File: config.mk
export PLATFORM = sky130hd
export DESIGN_NAME = tmr16_top
export DESIGN_NICKNAME = d
export VERILOG_FILES = /design/src/rtl/tmr16_pkg.sv /design/src/rtl/tmr16_pin_edge.sv /design/src/rtl/tmr16_presc.sv /design/src/rtl/tmr16_top.sv
export SDC_FILE = /design/constraint.sdc
export NUM_CORES = 1
export LEC_CHECK = 0
export BUFFER_PORTS_ARGS = -buffer_cell sky130_fd_sc_hd__buf_2
export CAP_MARGIN = 0
export CELL_PAD_IN_SITES_DETAIL_PLACEMENT = 0
export CELL_PAD_IN_SITES_GLOBAL_PLACEMENT = 1
export CORE_MARGIN = 4
export CORE_UTILIZATION = 50
export CTS_CLUSTER_DIAMETER = 80
export CTS_CLUSTER_SIZE = 12
export DETAILED_ROUTE_END_ITERATION = 6
export PLACE_DENSITY_LB_ADDON = 0.05
export SLEW_MARGIN = 0
export SYNTH_ARGS = -nofsm -noshare
export SYNTH_HDL_FRONTEND = slang
export SYNTH_SLANG_ARGS = --single-unit
File: constraint.sdc
create_clock -name clk -period 6.45 [get_ports clk]
set_input_delay 0.9675 -clock clk [delete_from_list [all_inputs] [get_ports clk]]
set_output_delay 0.9675 -clock clk [all_outputs]
set_load 0.1 [all_outputs]
File: src/rtl/tmr16_pkg.sv
package tmr16_pkg;

    typedef enum logic [2:0] {
        ADR_CTRL  = 3'd0,
        ADR_MODE  = 3'd1,
        ADR_CNT_L = 3'd2,
        ADR_CNT_H = 3'd3,
        ADR_CAP_L = 3'd4,
        ADR_CAP_H = 3'd5
    } adr_e;

    typedef struct packed {
        logic ofl;      // overflow flag
        logic ext;      // external flag
        logic rx_sel;   // receive baud select
        logic tx_sel;   // transmit baud select
        logic ext_en;   // trigger pin enable
        logic run;      // counter running
        logic evt_src;  // count pin edges instead of prescaler
        logic cap_mode; // capture instead of auto-reload
    } ctrl_t;

    localparam int PIN_CNT  = 0;
    localparam int PIN_TRIG = 1;
    localparam int NPIN     = 2;

endpackage

File: src/rtl/tmr16_pin_edge.sv
module tmr16_pin_edge (
    input  logic clk,
    input  logic rst_n,
    input  logic pin_i,
    output logic lvl_o,
    output logic fall_o
);
    typedef struct packed {
        logic s1;
        logic s2;
    } st_t;

    st_t st_d, st_q;

    always_comb begin
        st_d    = st_q;
        st_d.s1 = pin_i;
        st_d.s2 = st_q.s1;
    end

    always_ff @(posedge clk or negedge rst_n) begin
        if (!rst_n) st_q <= '{s1: 1'b1, s2: 1'b1};
        else        st_q <= st_d;
    end

    assign lvl_o  = st_q.s1;
    assign fall_o = st_q.s2 & ~st_q.s1;

    // a single falling transition yields a single-cycle event
    a_r2_fall_single: assert property (@(posedge clk) disable iff (!rst_n)
        fall_o |=> !fall_o);

endmodule

File: src/rtl/tmr16_presc.sv
module tmr16_presc #(
    parameter int SLOW_DIV = 12,
    parameter int FAST_DIV = 2
) (
    input  logic clk,
    input  logic rst_n,
    input  logic en_i,
    input  logic fast_i,
    output logic tick_o
);
    localparam int PW = (SLOW_DIV > 1) ? $clog2(SLOW_DIV) : 1;
    localparam logic [PW-1:0] SLOW_LAST = PW'(SLOW_DIV - 1);
    localparam logic [PW-1:0] FAST_LAST = PW'(FAST_DIV - 1);

    typedef struct packed {
        logic [PW-1:0] cnt;
    } st_t;

    st_t st_d, st_q;
    logic [PW-1:0] last;

    always_comb begin
        last   = fast_i ? FAST_LAST : SLOW_LAST;
        tick_o = en_i && (st_q.cnt >= last);
        st_d   = st_q;
        if (!en_i || tick_o) st_d.cnt = '0;
        else                 st_d.cnt = st_q.cnt + 1'b1;
    end

    always_ff @(posedge clk or negedge rst_n) begin
        if (!rst_n) st_q <= '0;
        else        st_q <= st_d;
    end

    // divider state never leaves the slow range
    a_r2_presc_range: assert property (@(posedge clk) disable iff (!rst_n)
        st_q.cnt <= SLOW_LAST);

    // a stopped prescaler sits at zero
    a_r11_presc_cleared: assert property (@(posedge clk) disable iff (!rst_n)
        !en_i |=> st_q.cnt == '0);

endmodule

File: src/rtl/tmr16_top.sv
module tmr16_top #(
    parameter int CW       = 16,
    parameter int SLOW_DIV = 12,
    parameter int FAST_DIV = 2
) (
    input  logic       clk,
    input  logic       rst_n,
    input  logic       cnt_pin_i,
    input  logic       trig_pin_i,
    input  logic       we_i,
    input  logic [2:0] addr_i,
    input  logic [7:0] wdata_i,
    output logic [7:0] rdata_o,
    output logic       ovf_flag_o,
    output logic       ext_flag_o,
    output logic       irq_o,
    output logic       rx_tick_o,
    output logic       tx_tick_o,
    output logic       clk_out_o
);
    import tmr16_pkg::*;

    localparam int HB = CW - 8;

    typedef struct packed {
        ctrl_t         ctrl;
        logic          down_en;
        logic          clko_en;
        logic [CW-1:0] cnt;
        logic [CW-1:0] cap;
        logic          clk_out;
        logic          rx_tick;
        logic          tx_tick;
    } st_t;

    st_t st_d, st_q;

    logic [NPIN-1:0] pin_raw, pin_lvl, pin_fall;
    logic clko_act, fast_mode, updown, dir_up, presc_tick, tick, trig;
    logic hw_ofl, hw_ext, ext_hw;
    ctrl_t wr;

    assign pin_raw[PIN_CNT]  = cnt_pin_i;
    assign pin_raw[PIN_TRIG] = trig_pin_i;

    for (genvar g = 0; g < NPIN; g++) begin : g_pin
        tmr16_pin_edge i_edge (
            .clk    (clk),
            .rst_n  (rst_n),
            .pin_i  (pin_raw[g]),
            .lvl_o  (pin_lvl[g]),
            .fall_o (pin_fall[g])
        );
    end

    assign clko_act  = st_q.clko_en & ~st_q.ctrl.evt_src;
    assign fast_mode = st_q.ctrl.rx_sel | st_q.ctrl.tx_sel | clko_act;
    assign updown    = st_q.down_en & ~st_q.ctrl.cap_mode & ~fast_mode;
    assign dir_up    = pin_lvl[PIN_TRIG];

    tmr16_presc #(.SLOW_DIV(SLOW_DIV), .FAST_DIV(FAST_DIV)) i_presc (
        .clk    (clk),
        .rst_n  (rst_n),
        .en_i   (st_q.ctrl.run & ~st_q.ctrl.evt_src),
        .fast_i (fast_mode),
        .tick_o (presc_tick)
    );

    assign tick = st_q.ctrl.evt_src ? (st_q.ctrl.run & pin_fall[PIN_CNT]) : presc_tick;
    assign trig = st_q.ctrl.run & st_q.ctrl.ext_en & pin_fall[PIN_TRIG];

    always_comb begin
        st_d         = st_q;
        st_d.rx_tick = 1'b0;
        st_d.tx_tick = 1'b0;
        hw_ofl       = 1'b0;
        hw_ext       = 1'b0;
        wr           = ctrl_t'(wdata_i);

        // counting step
        if (tick) begin
            if (updown && !dir_up) begin
                if (st_q.cnt == st_q.cap) begin
                    st_d.cnt      = '1;
                    st_d.ctrl.ofl = 1'b1;
                    st_d.ctrl.ext = ~st_q.ctrl.ext;
                    hw_ofl        = 1'b1;
                    hw_ext        = 1'b1;
                end else begin
                    st_d.cnt = st_q.cnt - 1'b1;
                end
            end else if (st_q.cnt == '1) begin
                if (fast_mode) begin
                    st_d.cnt     = st_q.cap;
                    st_d.rx_tick = st_q.ctrl.rx_sel;
                    st_d.tx_tick = st_q.ctrl.tx_sel;
                    if (clko_act) st_d.clk_out = ~st_q.clk_out;
                end else begin
                    st_d.cnt      = st_q.ctrl.cap_mode ? '0 : st_q.cap;
                    st_d.ctrl.ofl = 1'b1;
                    hw_ofl        = 1'b1;
                    if (updown) begin
                        st_d.ctrl.ext = ~st_q.ctrl.ext;
                        hw_ext        = 1'b1;
                    end
                end
            end else begin
                st_d.cnt = st_q.cnt + 1'b1;
            end
        end

        // trigger pin event
        if (trig && !updown) begin
            st_d.ctrl.ext = 1'b1;
            hw_ext        = 1'b1;
            if (!fast_mode) begin
                if (st_q.ctrl.cap_mode) st_d.cap = st_q.cnt;
                else                    st_d.cnt = st_q.cap;
            end
        end

        ext_hw = st_d.ctrl.ext;

        // register writes
        if (we_i) begin
            case (addr_i)
                ADR_CTRL: begin
                    st_d.ctrl     = wr;
                    st_d.ctrl.ofl = wr.ofl | hw_ofl;
                    st_d.ctrl.ext = hw_ext ? ext_hw : wr.ext;
                end
                ADR_MODE: begin
                    st_d.down_en = wdata_i[0];
                    st_d.clko_en = wdata_i[1];
                end
                ADR_CNT_L: st_d.cnt[7:0]    = wdata_i;
                ADR_CNT_H: st_d.cnt[CW-1:8] = wdata_i[HB-1:0];
                ADR_CAP_L: st_d.cap[7:0]    = wdata_i;
                ADR_CAP_H: st_d.cap[CW-1:8] = wdata_i[HB-1:0];
                default: ;
            endcase
        end
    end

    always_ff @(posedge clk or negedge rst_n) begin
        if (!rst_n) st_q <= '0;
        else        st_q <= st_d;
    end

    always_comb begin
        case (addr_i)
            ADR_CTRL:  rdata_o = st_q.ctrl;
            ADR_MODE:  rdata_o = {6'b0, st_q.clko_en, st_q.down_en};
            ADR_CNT_L: rdata_o = st_q.cnt[7:0];
            ADR_CNT_H: rdata_o = 8'(st_q.cnt[CW-1:8]);
            ADR_CAP_L: rdata_o = st_q.cap[7:0];
            ADR_CAP_H: rdata_o = 8'(st_q.cap[CW-1:8]);
            default:   rdata_o = '0;
        endcase
    end

    assign ovf_flag_o = st_q.ctrl.ofl;
    assign ext_flag_o = st_q.ctrl.ext;
    assign irq_o      = st_q.ctrl.ofl | (st_q.ctrl.ext & ~updown);
    assign rx_tick_o  = st_q.rx_tick;
    assign tx_tick_o  = st_q.tx_tick;
    assign clk_out_o  = st_q.clk_out;

    // a down step at the reload value lands on all-ones with the flag set
    a_r6_underflow_load: assert property (@(posedge clk) disable iff (!rst_n)
        (tick && updown && !dir_up && st_q.cnt == st_q.cap && !we_i)
        |=> (st_q.cnt == '1 && st_q.ctrl.ofl));

    // a set overflow flag always requests service
    a_r7_irq_on_ofl: assert property (@(posedge clk) disable iff (!rst_n)
        st_q.ctrl.ofl |-> irq_o);

    // a receive tick only follows a cycle with receive select set
    a_r8_rx_needs_sel: assert property (@(posedge clk) disable iff (!rst_n)
        rx_tick_o |-> $past(st_q.ctrl.rx_sel));

    // the clock-out pin moves only on a wrap in clock-out mode
    a_r9_clk_on_wrap: assert property (@(posedge clk) disable iff (!rst_n)
        !$stable(clk_out_o) |-> ($past(st_q.cnt) == '1 && $past(clko_act)));

    // stopped and unwritten means the count holds
    a_r11_hold_stopped: assert property (@(posedge clk) disable iff (!rst_n)
        (!st_q.ctrl.run && !we_i) |=> $stable(st_q.cnt));

endmodule

# Word level (Yosys, flattened, before mapping)
# Cells that the tools add are included.
totals:
  inputBits: 16
  wordCells: 109
  reg_bits: 53
classes:
  mux: 44
  bitwise: 23
  addsub: 3
  reduce_logical: 11
  magnitude_cmp: 1
  eq_ne: 7
ops:
  columns: ["cell", "count"]
  rows:
  - ["$mux W16", 8]
  - ["$mux W32", 2]
  - ["$pmux W8 S6", 1]
  - ["$mux W42", 1]
  - ["$mux W8", 5]
  - ["$mux W2", 10]
  - ["$add A16 B1 Y16 const B", 1]
  - ["$eq A16 B16 Y1", 1]
  - ["$eq A16 B16 Y1 const B", 1]
  - ["$sub A16 B1 Y16 const B", 1]
  - ["$mux W1", 15]
  - ["$and A1 B1 Y1", 10]
  - ["$not A1 Y1", 9]
  - ["$mux W4", 2]
  - ["$eq A3 B2 Y1 const B", 2]
  - ["$eq A3 B3 Y1 const B", 2]
  - ["$reduce_and A5 Y1", 1]
  - ["$add A4 B1 Y4 const B", 1]
  - ["$ge A4 B4 Y1", 1]
  - ["$or A1 B1 Y1", 4]
  - ["$reduce_and A2 Y1", 2]
  - ["$eq A3 B1 Y1 const B", 1]
  - ["$logic_and A1 B1 Y1", 3]
  - ["$logic_not A1 Y1", 3]
  - ["2 further kinds", 2]

# Depth between registers and ports, before layout
logic_depth:
  word_depth: 14
  ltp_mapped: 11
  depth_no_buf: 10

# Modules after synthesis
# Synthesis repeated with hierarchy kept, for this count alone.
hier_totals:
  cells_unflattened: 507
  area_unflattened_um2: 4224.1
by_module_without_submodules:
  columns: ["mod", "seq_area_each_um2", "cells_per_inst", "area_each_um2", "instances"]
  rows:
  - ["tmr16_top", 1126.1, 480, 3870.0, 1]
  - ["tmr16_presc", 100.1, 21, 221.5, 1]
  - ["tmr16_pin_edge", 52.6, 3, 66.3, 2]

# Worst setup path after synthesis
# No wires, ideal clock.
synth_path:
  path_type: "in2out"
  from: "input port addr_i[0]"
  to: "output port rdata_o[5]"
  path_stages: 5
  slack_ns: 2.202
  arrival_time_ns: 3.280
  path_cell_list: "clkbuf_1 clkbuf_1 and3_1 a21oi_1 o221ai_1"
synth_via:
  elab_chain_cells: 2
  elab_cells_between_ends: 7
  cone_classes: "5 x eq/ne; 1 x mux; 1 x reduce/logical"
synth_lines:
  columns: ["item", "line", "text"]
  rows:
  - ["start, declared", "tmr16_top.sv:11", "input logic [2:0] addr_i,"]
  - ["$eq A3 B3 Y1, or another cell as far along", "tmr16_top.sv:151", "case (addr_i)"]
  - ["$pmux W8 S6 (*)", "tmr16_top.sv:151", null]
  - ["end, declared", "tmr16_top.sv:13", "output logic [7:0] rdata_o,"]
# Mark *: on every way between the ends. The rest lies on a longest branch, timed or not.

# Worst setup path in the final report
# Ends and elaborated chain as after synthesis.

==> impl_metrics.env <==
export IMPL_placeableCoreArea_um2=7890
export IMPL_synth_top_cells_by_area="sky130_fd_sc_hd__dfrtp_1, sky130_fd_sc_hd__nor2_1, sky130_fd_sc_hd__xor2_1"
export IMPL_fill_cells=746
export IMPL_die_area_um2=9830
export IMPL_syn_instance_count=493
export IMPL_synthArstFlopShare_pct=100
export IMPL_route_antenna_remaining_nets=0
export IMPL_maximum_number_of_pins_on_one_net_before_global_route_repair=54
export IMPL_cts_setup_buffers=0
export IMPL_cp_arrival_ps=2510
export IMPL_sequential_fraction_of_the_synthesis_area_pct=32.0
export IMPL_num_nets_final=513
export IMPL_cts_root_buf="sky130_fd_sc_hd__clkbuf_8"
export IMPL_first_global_vias=3829
export IMPL_cp_max_fo=31
export IMPL_synthesis_warning_total=0
export IMPL_clk_insertion_delay_late_ps=320
export IMPL_floorplan_die_height_um=99.2
export IMPL_num_vias=4008
export IMPL_postSynthNetCount=515
export IMPL_synth_enable_flop_cells=0
export IMPL_actual_slew_at_the_worst_max_slew_pin_ps=875
export IMPL_routed_wl_mm=13.9
export IMPL_tritoncts_num_buffers=5
export IMPL_switching_pwr_uw=835
export IMPL_cp_data_required_time_ps=5480
export IMPL_timing_critical_path_cells="buf_2 > nor2_1 > a21oi_1 > o221ai_1 > buf_2"
export IMPL_cts_sinks=53
export IMPL_netlist_area_um2=4160
export IMPL_slew_headroom_pct=41.4
export IMPL_place_detailed_hpwl_mm=9.75
export IMPL_drt_drc_violations_left=0
export IMPL_combPwrFrac_pct=42.4
export IMPL_drt_first_pass_iters=5
export IMPL_max_freq_mhz=287
export IMPL_final_setup_violation_count=0
export IMPL_timing_hold_violations_final=0
export IMPL_run_status="completed"
export IMPL_power_switching_share_pct=49.9
export IMPL_die_w_um=99.2
export IMPL_antennaDiodeCount=0
export IMPL_post_synthesis_mean_instance_area_um2=8.43
export IMPL_cellPowerDensity_nw_per_um2=384
export IMPL_worstSetupStartpointType="input port"
export IMPL_critical_path_top_delay_family="buffers and inverters"
export IMPL_timing_final_ws_setup_ps=2970
export IMPL_placement_setup_worst_slack_ps=3020
export IMPL_worst_setup_hold_path_clk_slew_ps=100
export IMPL_layout_worst_path_cycle_share_pct=54.0
export IMPL_drv_slew=0
export IMPL_sort_of_element_at_the_end_of_the_critical_path="output port"
export IMPL_grt_overflow=0
export IMPL_synth_distinct_cells=63
export IMPL_synth_seq_cells=53
export IMPL_synth_area_leader_cell="sky130_fd_sc_hd__dfrtp_1"
export IMPL_cts_resized_gates=0
export IMPL_type_of_the_tightest_min_delay_check="flip-flop to flip-flop"
export IMPL_max_cap_violations=0
export IMPL_layout_area_overhead_vs_synth_pct=5.00
export IMPL_vdd_ir_drop_worst_mv=0.215
export IMPL_seq_area_um2=1330
export IMPL_cell_rows=32
export IMPL_number_of_cells_on_the_worst_hold_path=0
export IMPL_initial_core_util_pct=52.7
export IMPL_first_pass_grt_wire_length_mm=21.7
export IMPL_multi_input_area_um2=2590
export IMPL_yosys_most_used_dff="sky130_fd_sc_hd__dfrtp_1"
export IMPL_hold_fix_buffer_count_after_cts=0
export IMPL_max_stage_delay_ps=460
export IMPL_avgRoutedWirePerCell_um=23.3
export IMPL_htree_num_levels=2
export IMPL_worst_r2r_cell_count=10
export IMPL_finalPower_uw=1670
export IMPL_worstPathBufferInverterCount=2
export IMPL_skew_ps=14.6
export IMPL_setup_tns_final_ps=0
export IMPL_final_layout_size_suffix_gt1_share_pct=14.0
export IMPL_hold_ws_ps=371
export IMPL_cp_common_cell="sky130_fd_sc_hd__buf_2"
export IMPL_synth_largest_type_area_fraction_pct=29.5
export IMPL_min_period_ps=3480
export IMPL_grt_total_usage_pct=28.3
export IMPL_cp_num_cells=5
export IMPL_placement_io_buffers=29
export IMPL_power_sequential_fraction_pct=43.3
export IMPL_worst_path_max_delay_cell="sky130_fd_sc_hd__buf_2"
export IMPL_pwr_share_clk_pct=14.4
export IMPL_initialDrtViolationCount=510
export IMPL_rsz0062_at_grt="no"
export IMPL_tritoncts="built"
export IMPL_max_clock_path_buffers=2
export IMPL_detail_route_vias_per_cell=6.75
export IMPL_i_o_pins=30
export IMPL_antenna_found_initial=0
export IMPL_critical_path_class="input port to output port"
export IMPL_cell_internal_power_uw=839
export IMPL_cellLeakagePower_uw=0.00182
export IMPL_gpl_final_weighted_congestion=0.925
[state kept, by name, summed over array words and instances (netlist names)]
name                cells
i_presc.st_q            4
g_pin.i_edge.lvl_o      2
ext_flag_o              1
st_q                   40
ovf_flag_o              1
g_pin.i_edge.st_q       2
clk_out_o               1
rx_tick_o               1
tx_tick_o               1
[cells in the final DEF (no fill, tap or decap), types with 2 or more instances in the layout]
master	n
sky130_fd_sc_hd__a221oi_1	10
sky130_fd_sc_hd__nand4_1	5
sky130_fd_sc_hd__o21ai_0	20
sky130_fd_sc_hd__a211oi_1	10
sky130_fd_sc_hd__mux2i_1	18
sky130_fd_sc_hd__nor2_1	57
sky130_fd_sc_hd__buf_4	3
sky130_fd_sc_hd__ha_1	6
sky130_fd_sc_hd__xnor2_1	15
sky130_fd_sc_hd__a21oi_1	39
sky130_fd_sc_hd__o221ai_1	11
sky130_fd_sc_hd__nor3b_1	4
sky130_fd_sc_hd__and3_1	14
sky130_fd_sc_hd__a22oi_1	3
sky130_fd_sc_hd__and2_1	5
sky130_fd_sc_hd__nand2b_1	4
sky130_fd_sc_hd__or4_1	3
sky130_fd_sc_hd__xor2_1	24
sky130_fd_sc_hd__nand3_1	16
sky130_fd_sc_hd__inv_1	9
sky130_fd_sc_hd__nand2_1	33
sky130_fd_sc_hd__nor3_1	9
sky130_fd_sc_hd__a211o_1	4
sky130_fd_sc_hd__dfrtp_1	49
sky130_fd_sc_hd__a31oi_1	3
sky130_fd_sc_hd__mux2_2	16
sky130_fd_sc_hd__and4b_1	2
sky130_fd_sc_hd__clkbuf_8	5
sky130_fd_sc_hd__dfstp_2	4
sky130_fd_sc_hd__o31ai_1	2
sky130_fd_sc_hd__nand3b_1	4
sky130_fd_sc_hd__nand4b_1	2
sky130_fd_sc_hd__o22ai_1	16
sky130_fd_sc_hd__nor4_1	8
sky130_fd_sc_hd__buf_2	29
[worst register-to-register path: cells and delay by family (launching register included)]
kind / cells / cell delay (ps)
buffers and inverters: 1 / 130
AND/OR/NAND/NOR: 5 / 1750
AO/OA/AOI/OAI: 3 / 720
flip-flops: 1 / 430
adder cells (fa/ha/maj): 1 / 310
[routing by layer]
layer  track usage (%)  wire, um
met1              40.9      6170
met5                 0         0
met2              42.4      6070
met4              8.30       361
met3              6.24      1260
[Yosys cell counts (3+ instances only)]
cell	count
sky130_fd_sc_hd__xor2_1	24
sky130_fd_sc_hd__nand3_1	16
sky130_fd_sc_hd__o22ai_1	16
sky130_fd_sc_hd__buf_2	9
sky130_fd_sc_hd__a211oi_1	10
sky130_fd_sc_hd__o21ai_0	20
sky130_fd_sc_hd__nand4_1	5
sky130_fd_sc_hd__dfrtp_1	49
sky130_fd_sc_hd__and3_1	14
sky130_fd_sc_hd__and2_1	5
sky130_fd_sc_hd__a221oi_1	10
sky130_fd_sc_hd__o221ai_1	11
sky130_fd_sc_hd__nor4_1	9
sky130_fd_sc_hd__nor3_1	9
sky130_fd_sc_hd__mux2i_1	18
sky130_fd_sc_hd__mux2_2	16
sky130_fd_sc_hd__or4_1	3
sky130_fd_sc_hd__xnor2_1	15
sky130_fd_sc_hd__nand2b_1	4
sky130_fd_sc_hd__nand2_1	33
sky130_fd_sc_hd__clkbuf_1	26
sky130_fd_sc_hd__ha_1	6
sky130_fd_sc_hd__nor3b_1	4
sky130_fd_sc_hd__buf_6	3
sky130_fd_sc_hd__nor2_1	57
sky130_fd_sc_hd__a31oi_1	3
sky130_fd_sc_hd__a21oi_1	39
sky130_fd_sc_hd__a211o_1	4
sky130_fd_sc_hd__dfstp_2	4
sky130_fd_sc_hd__a22oi_1	3
sky130_fd_sc_hd__inv_1	9
sky130_fd_sc_hd__nand3b_1	4
[through the flow]
| stage | util (%) | area, um^2 | instances |
|---|---|---|---|
| final | 55.3 | 4360 | 594 |
| after global routing | 55.3 | 4360 | 594 |
| after CTS | 55.3 | 4360 | 594 |
| after detailed placement | 53.9 | 4250 | 586 |
| after global placement | 53.9 | 4250 | 586 |
| after floorplan | - | 4160 | 493 |
[layout make-up]
cell class | instances | area share, %
flip-flops and latches | 53 | 30.5
inverters | 9 | 0.774
multi-input cells | 390 | 59.4
well taps | 102 | 2.93
clock buffers | 6 | 1.66
clock inverters | 2 | 0.889
repair buffers | 32 | 3.84
[power by group through the flow]
stage	clock [uW]	sequential, uW	combinational [uW]
after floorplan	0	521	724
after global placement	0	713	691
after detailed placement	0	714	702
after CTS	244	708	704
after global routing	259	734	777
final	241	724	709
[kinds of logic (layout without fill, tap and decap cells)]
group                      after synthesis  count (layout)  synth area share, %
and+or+nand+nor                        179             179                 22.4
AOI/OAI and AO/OA                      132             132                 21.1
DFF                                     53              53                 32.0
buffers and inverters                   50              49                 5.75
xor gates and xnor gates                39              39                 8.22
muxes                                   34              34                 8.67
adders and majority gates                6               6                 1.81
[final timing paths]
check / start / endpoint / slack, ps
worst max-delay path: addr_i[0] / rdata_o[5] / 2970
worst min-delay path: g_pin[0].i_edge.lvl_o / g_pin[0].i_edge.st_q[0] / 370
worst max register to register: st_q[41] / st_q[34] / 3040
worst min register to register: g_pin[0].i_edge.lvl_o / g_pin[0].i_edge.st_q[0] / 370
min in group asynchronous: rst_n / i_presc.st_q[2] / 760
max in group asynchronous: rst_n / st_q[4] / 5200
(Power assumes the default switching activity.)
